===== src/rtl/etp_pkg.sv =====
package etp_pkg;
  localparam int SEL_W = 3;
  localparam int CNT_W = 2;

  typedef enum logic [SEL_W-1:0] {
    SRC_NONE0  = 3'b000,
    SRC_ZERO   = 3'b001,
    SRC_PERIOD = 3'b010,
    SRC_NONE3  = 3'b011,
    SRC_CMP_UP = 3'b100,
    SRC_CMP_DN = 3'b101,
    SRC_NONE6  = 3'b110,
    SRC_NONE7  = 3'b111
  } src_e;
endpackage


===== src/rtl/etp_rst_sync.sv =====
module etp_rst_sync #(
  parameter int STAGES = 2
) (
  input  logic clk,
  input  logic rst_n,
  output logic rst_sync_n
);
  logic [STAGES-1:0] sync_q;

  always_ff @(posedge clk or negedge rst_n) begin
    if (!rst_n) sync_q <= '0;
    else        sync_q <= {sync_q[STAGES-2:0], 1'b1};
  end

  assign rst_sync_n = sync_q[STAGES-1];
endmodule


===== src/rtl/etp_src_mux.sv =====
module etp_src_mux
  import etp_pkg::*;
(
  input  logic             evt_zero,
  input  logic             evt_period,
  input  logic             evt_cmp,
  input  logic             cmp_up,
  input  logic [SEL_W-1:0] src_sel,
  output logic             qual_evt
);
  always_comb begin
    unique case (src_e'(src_sel))
      SRC_ZERO:   qual_evt = evt_zero;
      SRC_PERIOD: qual_evt = evt_period;
      SRC_CMP_UP: qual_evt = evt_cmp & cmp_up;
      SRC_CMP_DN: qual_evt = evt_cmp & ~cmp_up;
      default:    qual_evt = 1'b0;
    endcase
  end
endmodule


===== src/rtl/etp_div_counter.sv =====
module etp_div_counter #(
  parameter int CNT_W = 2
) (
  input  logic             clk,
  input  logic             rst_n,
  input  logic             qual_evt,
  input  logic             trig_en,
  input  logic [CNT_W-1:0] div_sel,
  output logic             hit,
  output logic             soc_pulse,
  output logic [CNT_W-1:0] evt_count
);
  localparam int EXT_W = CNT_W + 1;

  logic [CNT_W-1:0] cnt_q, cnt_d;
  logic             cnt_ce;
  logic             pulse_q;
  logic             div_off;
  logic [EXT_W-1:0] cnt_inc;

  assign div_off = (div_sel == '0);
  assign cnt_inc = {1'b0, cnt_q} + EXT_W'(1);
  assign cnt_ce  = div_off | qual_evt;

  always_comb begin
    cnt_d = cnt_q;
    hit   = 1'b0;
    if (div_off) begin
      cnt_d = '0;
    end else if (qual_evt) begin
      if (cnt_inc >= {1'b0, div_sel}) begin
        cnt_d = '0;
        hit   = trig_en;
      end else begin
        cnt_d = cnt_inc[CNT_W-1:0];
      end
    end
  end

  always_ff @(posedge clk or negedge rst_n) begin
    if (!rst_n)      cnt_q <= '0;
    else if (cnt_ce) cnt_q <= cnt_d;
  end

  always_ff @(posedge clk or negedge rst_n) begin
    if (!rst_n) pulse_q <= 1'b0;
    else        pulse_q <= hit;
  end

  assign soc_pulse = pulse_q;
  assign evt_count = cnt_q;

  AST_NO_PULSE_WHEN_OFF: assert property (@(posedge clk) disable iff (!rst_n)
    !trig_en |=> !soc_pulse);
  AST_DIV_ZERO_IDLE: assert property (@(posedge clk) disable iff (!rst_n)
    (div_sel == '0) |=> (!soc_pulse && evt_count == '0));
  AST_COUNT_HOLD: assert property (@(posedge clk) disable iff (!rst_n)
    (!qual_evt && div_sel != '0) |=> $stable(evt_count));
  AST_WRAP_ON_PULSE: assert property (@(posedge clk) disable iff (!rst_n)
    soc_pulse |-> (evt_count == '0));
endmodule


===== src/rtl/etp_flag.sv =====
module etp_flag (
  input  logic clk,
  input  logic rst_n,
  input  logic set_i,
  input  logic clr_i,
  output logic flag_o
);
  logic flag_q, flag_d, flag_ce;

  assign flag_ce = set_i | clr_i;

  always_comb begin
    flag_d = flag_q;
    if (set_i)      flag_d = 1'b1;
    else if (clr_i) flag_d = 1'b0;
  end

  always_ff @(posedge clk or negedge rst_n) begin
    if (!rst_n)       flag_q <= 1'b0;
    else if (flag_ce) flag_q <= flag_d;
  end

  assign flag_o = flag_q;

  AST_FLAG_STICKY: assert property (@(posedge clk) disable iff (!rst_n)
    (flag_o && !clr_i) |=> flag_o);
  AST_SET_BEATS_CLEAR: assert property (@(posedge clk) disable iff (!rst_n)
    set_i |=> flag_o);
endmodule


===== src/rtl/etp_soc_trigger.sv =====
module etp_soc_trigger
  import etp_pkg::*;
(
  input  logic             clk,
  input  logic             rst_n,
  input  logic             evt_zero,
  input  logic             evt_period,
  input  logic             evt_cmp,
  input  logic             cmp_up,
  input  logic             trig_en,
  input  logic [SEL_W-1:0] src_sel,
  input  logic [CNT_W-1:0] div_sel,
  input  logic             flag_clr,
  output logic             soc_pulse,
  output logic             soc_flag,
  output logic [CNT_W-1:0] evt_count
);
  logic rst_sync_n;
  logic qual_evt;
  logic hit;

  etp_rst_sync #(.STAGES(2)) u_rst (
    .clk        (clk),
    .rst_n      (rst_n),
    .rst_sync_n (rst_sync_n)
  );

  etp_src_mux u_mux (
    .evt_zero   (evt_zero),
    .evt_period (evt_period),
    .evt_cmp    (evt_cmp),
    .cmp_up     (cmp_up),
    .src_sel    (src_sel),
    .qual_evt   (qual_evt)
  );

  etp_div_counter #(.CNT_W(CNT_W)) u_cnt (
    .clk       (clk),
    .rst_n     (rst_sync_n),
    .qual_evt  (qual_evt),
    .trig_en   (trig_en),
    .div_sel   (div_sel),
    .hit       (hit),
    .soc_pulse (soc_pulse),
    .evt_count (evt_count)
  );

  etp_flag u_flag (
    .clk    (clk),
    .rst_n  (rst_sync_n),
    .set_i  (hit),
    .clr_i  (flag_clr),
    .flag_o (soc_flag)
  );

  AST_PULSE_RAISES_FLAG: assert property (@(posedge clk) disable iff (!rst_sync_n)
    soc_pulse |-> soc_flag);
endmodule


===== config.mk =====
export PLATFORM = sky130hd
export DESIGN_NAME = etp_soc_trigger
export DESIGN_NICKNAME = d
export VERILOG_FILES = /design/src/rtl/etp_pkg.sv /design/src/rtl/etp_rst_sync.sv /design/src/rtl/etp_src_mux.sv /design/src/rtl/etp_div_counter.sv /design/src/rtl/etp_flag.sv /design/src/rtl/etp_soc_trigger.sv
export SDC_FILE = /design/constraint.sdc
export NUM_CORES = 1
export LEC_CHECK = 0
export ABC_AREA = 1
export BUFFER_PORTS_ARGS = -buffer_cell sky130_fd_sc_hd__buf_2
export CAP_MARGIN = 5
export CORE_AREA = 2 2 39 41
export CTS_CLUSTER_SIZE = 25
export DETAILED_ROUTE_END_ITERATION = 6
export DIE_AREA = 0 0 41 43
export MAX_ROUTING_LAYER = met4
export PLACE_DENSITY = 0.54
export SLEW_MARGIN = 10
export SYNTH_ARGS = -nofsm -noshare
export SYNTH_HDL_FRONTEND = slang
export SYNTH_SLANG_ARGS = --single-unit

===== constraint.sdc =====
create_clock -name clk -period 0.8 [get_ports clk]
set_input_delay 0.2 -clock clk [delete_from_list [all_inputs] [get_ports clk]]
set_output_delay 0.2 -clock clk [all_outputs]
set_load 0.02 [all_outputs]

# After elaboration in Yosys (flattened, before gate mapping)
# Cells that the tools add are included.
# word_totals
ramBits	0
register_bits	6
in_bits	13
mem_count	0
rom_bits	0
latch_bits	0
# classes
mux	9
shift	0
multipliers	0
eq_ne	4
n_lt_le_gt_ge	1
n_reduce_logical	5
n_bitwise	5
n_addsub	1
n_div	0
# op_table
op	count
$eq 3x3->1 const B	2
$mux 2	3
$mux 1	5
$pmux 1 s4	1
$reduce_and 2->1	2
$reduce_bool 2->1	2
$add 2x1->3 const B	1
$eq 3x1->1 const B	1
$eq 3x2->1 const B	1
$ge 3x2->1	1
$and 1x1->1	2
$logic_not 2->1	1
$or 1x1->1	2
$not 1->1	1

# Depth between registers and ports, before layout
# logic_depth
word_depth	7
mapped_depth	10

# Cells and area by module
# Synthesis repeated with hierarchy kept, for this count alone.
# hier_totals
hier_cells	46
area_unflattened_um2	359.1
# by_module_without_submodules
module	cells_per_inst	area_per_inst_um2	instances	seq_area_each_um2
etp_div_counter	26	215.2	1	75.1
etp_rst_sync	3	53.8	1	50.0
etp_src_mux	12	50.0	1	0.0
etp_flag	5	40.0	1	25.0

# Worst setup path after synthesis
# Ideal clock, no wire load.
# synth_path
path_type	register -> register
from	register u_cnt.cnt_q[0] (netlist: u_cnt.evt_count[0])
to	register u_flag.flag_q (netlist: u_flag.flag_o)
synth_period_minus_slack_ns	1.544
setup_ns	0.065
n_path_buf	0
slack_ns	-0.744
stages_incl_launch_ff	10
t_arrival_ns	1.479
t_required_ns	0.735
cell_sequence	dfrtp_1 > fa_1 > inv_1 > nor2_1 > nand2_1 > nand2_1 > nand2_1 > nor2_2 > nand2_1 > nand2_1
# synth_via
elab_chain_cells	7
# synth_lines
element	line	source
start: declaration	etp_div_counter.sv:15	logic [CNT_W-1:0] cnt_q, cnt_d;
start signal: assignment	etp_div_counter.sv:42	else if (cnt_ce) cnt_q <= cnt_d;
$add 2x1->3 (*)	etp_div_counter.sv:22	assign cnt_inc = {1'b0, cnt_q} + EXT_W'(1);
$ge 3x2->1 (*)	etp_div_counter.sv:31	if (cnt_inc >= {1'b0, div_sel}) begin
$mux 1 (*)	etp_div_counter.sv:31	
$mux 1 (*)	etp_div_counter.sv:30	end else if (qual_evt) begin
$mux 1 (*)	etp_div_counter.sv:28	if (div_off) begin
$reduce_bool 2->1 (no line) or $or 1x1->1 (tied branches)	--	
$reduce_and 2->1 (no line)	--	
end signal: assignment	etp_flag.sv:20	else if (flag_ce) flag_q <= flag_d;
end: declaration	etp_flag.sv:8	logic flag_q, flag_d, flag_ce;
# Mark *: on every way between the ends. The rest lies on a longest branch, timed or not.
# A chain may end at the register's enable or synchronous reset.

# Worst setup path after layout
# Same ends and word-level chain as after synthesis.

==> key figures <==
Global route
  – Vias in the first global route: 257
  – GRT Total Usage: 9.04%
  – First-pass GRT wire length: 1.02 mm
  – Global route overflow: 0
  – Largest net degree at the start of global routing: 6
  – Initial antenna violation count: 0

Synth
  – Yosys synthesis warning count: 0
  – Synth cell types: 14
  – Yosys reg bits: 6
  – Mapped Cells: 48
  – Post-Syn Area per Cell: 7.69 um2
  – Netlist Area Pre-Place: 369 um2
  – Sequential fraction of the synthesis area: 40.7%
  – Post-Syn Nets: 64

Power and ir drop
  – Sw frac: 33.4%
  – Pwr Total: 0.00111 W
  – Clock Power Share: 26.5%
  – Leakage: 0.327 nW
  – PwrDens: 2000 nW/um2
  – Part of the power in registers: 33.4%
  – Internal power: 0.000736 W
  – Combinational Power Share: 40.1%
  – Max VDD drop: 1330 uV
  – Net Switching: 0.000369 W

Cells and area
  – Area grow syn2layout: 49.5%
  – NumNets Final: 88
  – Area of the multi-input gates: 190 um2
  – Antenna cells: 0
  – Fill count: 151
  – Layout cells sized above 1: 40.8%
  – Register area: 151 um2

Job
  – Max cap viols: 0

Route
  – # DRC: 0
  – First DRT Iteration DRCs: 1
  – Number of vias per cell: 4.01
  – Detailed Route WL: 694 um
  – ANT nets after route: 0
  – Routed len/inst: 7.98 um
  – Vias: 349
  – First-pass detailed-route iteration total: 3

Critical path
  – Crit-path most repeated cell: nand2_1
  – Critical path cell sequence: fa_1 > inv_1 > nor2_1 > nand2_1 > nand2_2 > nand2_2 > nor2_2 > nand2_1 > nand2_1
  – Crit Reg-Reg Endpoint: u_flag.flag_o$_DFFE_PN0P_
  – Crit Path Category: reg2reg
  – Slowest Stage Delay on Critical Path: 510 ps
  – Crit-path slowest cell: fa_1
  – Worst Reg-to-Reg Cells: 9
  – Worst Path Required: 970 ps
  – RR Startpoint: u_cnt.evt_count[0]$_DFFE_PN0P_
  – Critical Path AT: 1650 ps
  – Startpoint Class: register
  – Flop2flop setup slack: -680 ps
  – Crit path max fanout: 3
  – CP Capture Type: register

STA
  – Slew Limit Fails: 0
  – RSZ-0062 raised after global routing: yes
  – F_max: 677 MHz
  – Final-report setup violation count: 8
  – Post-Route Skew: 8.96 ps
  – Setup ws final: -677 ps
  – Min Tclk post-route: 1480 ps
  – Fin crit share: 185%
  – Hold Fails Final Rpt: 0

CTS
  – Root Driver: clkbuf_4
  – Setup Buffers After CTS: 0
  – Clock sink total: 6
  – Clk pin slew, worst setup/hold paths: 50 ps
  – CTS Buffer Depth: 2
  – CTS buffer count: 3
  – CTS H-Tree Depth: 1
  – CTS tree: built
  – Clock latency on the worst-skew pair: 240 ps

Place
  – Placer Congestion: 0.582
  – Pre-CTS WS: -705 ps
  – Dpl hpwl: 602 um
  – Buffers on Ports: 16

Floorplanning
  – Starting density of the core: 26.7%
  – Num ports: 17
  – Rows: 14
  – Die footprint: 1760 um2
  – Die width: 41 um
  – Core outline area: 1380 um2
  – Chip height: 43 um

Status
  – Violated checks: negative setup slack
  – Status: finished with violations

Hold path
  – Hold/Removal Path Class: reg2async
through the flow:
stage / TNS [ps] / cells / cell area [um2] / util [%] / hold WS [ps]
after floorplan: -2720 / 48 / 370 / - / -95.6
after global placement: -2750 / 82 / 485 / 35.1 / -13.7
after detailed placement: -2840 / 82 / 485 / 35.1 / -11.7
after CTS: -3630 / 87 / 552 / 39.9 / 51.8
after global routing: -4030 / 87 / 552 / 39.9 / 59.9
final: -3520 / 87 / 552 / 39.9 / 44.5
synthesized netlist by cell type:
cell type   n  area, um2
nand3_2     1       10.0
or2_4       1       8.76
nand2_1    14       52.6
nand3_1     3       15.0
ha_1        2       25.0
nor2_2      2       12.5
conb_1      1       3.75
dfrtp_1     6        150
nand4_1     2       12.5
nand2_2     1       6.26
clkinv_1    1       3.75
nor2_1      5       18.8
inv_1       8       30.0
fa_1        1       20.0
cell families (layout without fill, tap and decap cells):
family,count (synthesis),after routing,share of synthesized area [%]
and+or+nand+nor,29,29,36.9
other,1,1,1.02
adders and majority gates,3,3,12.2
DFF,6,6,40.7
buffers and inverters,9,32,9.15
repair_timing:
action | 4_1_cts | 5_1_grt
setup endpoints to repair | 8 | 8
pin swaps | 0 | 2
hold buffers | 1 | 0
hold endpoints to repair | 2 | 0
gates resized for setup | 10 | 0
sequential cells by signal, summed over array words and instances (netlist names):
signal           count
u_flag.flag_o        1
u_cnt.evt_count      2
u_cnt.soc_pulse      1
u_rst.sync_q         2
routing by layer:
| layer | GRT usage, % | part of all wire (%) |
|---|---|---|
| met1 | 12.0 | 49 |
| met2 | 11.3 | 44 |
| met3 | 6.28 | 7.2 |
| met4 | 2.00 | 0 |
| met5 | - | 0 |
layout by cell type (no fill, tap or decap):
| cell type | count |
|---|---|
| buf_2 | 12 |
| buf_4 | 2 |
| buf_6 | 4 |
| clkbuf_1 | 1 |
| clkbuf_4 | 3 |
| clkinv_1 | 1 |
| conb_1 | 1 |
| dfrtp_1 | 5 |
| dfrtp_2 | 1 |
| dlygate4sd3_1 | 1 |
| fa_1 | 1 |
| ha_1 | 2 |
| inv_1 | 8 |
| nand2_1 | 12 |
| nand2_2 | 3 |
| nand3_1 | 3 |
| nand3_2 | 1 |
| nand4_1 | 2 |
| nor2_1 | 5 |
| nor2_2 | 2 |
| or2_4 | 1 |
critical path, delay by kind of cell, from the launching register on:
family	cells	cell delay, ps
DFF	1	400
and+or+nand+nor	7	450
adders and majority gates	1	510
buffers and inverters	1	40
area by class of cell:
type / count / area share [%]
timing repair buffer: 19 / 23.6
multi-input combinational: 33 / 34.5
clock buffer: 4 / 4.76
inverter: 9 / 6.12
tap: 16 / 3.63
sequential: 6 / 27.4
how the worst max path moves through the flow:
stage | from | endpoint | cells after the start
global route | u_cnt.evt_count[0]$_DFFE_PN0P_ | u_flag.flag_o$_DFFE_PN0P_ | 9
floorplan | u_cnt.evt_count[0]$_DFFE_PN0P_ | u_flag.flag_o$_DFFE_PN0P_ | 9
global placement | u_cnt.evt_count[0]$_DFFE_PN0P_ | u_flag.flag_o$_DFFE_PN0P_ | 9
CTS | u_cnt.evt_count[0]$_DFFE_PN0P_ | u_flag.flag_o$_DFFE_PN0P_ | 9
finish | u_cnt.evt_count[0]$_DFFE_PN0P_ | u_flag.flag_o$_DFFE_PN0P_ | 9
detailed placement | u_cnt.evt_count[0]$_DFFE_PN0P_ | u_flag.flag_o$_DFFE_PN0P_ | 9
power by group through the flow:
stage	clock network, W	logic [W]	registers, W
CTS	0.000307	0.000451	0.000370
finish	0.000293	0.000443	0.000369
global route	0.000327	0.000488	0.000377
floorplan	0	0.000194	0.000424
global placement	0	0.000381	0.000369
detailed placement	0	0.000392	0.000372
No activity file was read; power rests on OpenSTA's default activity.
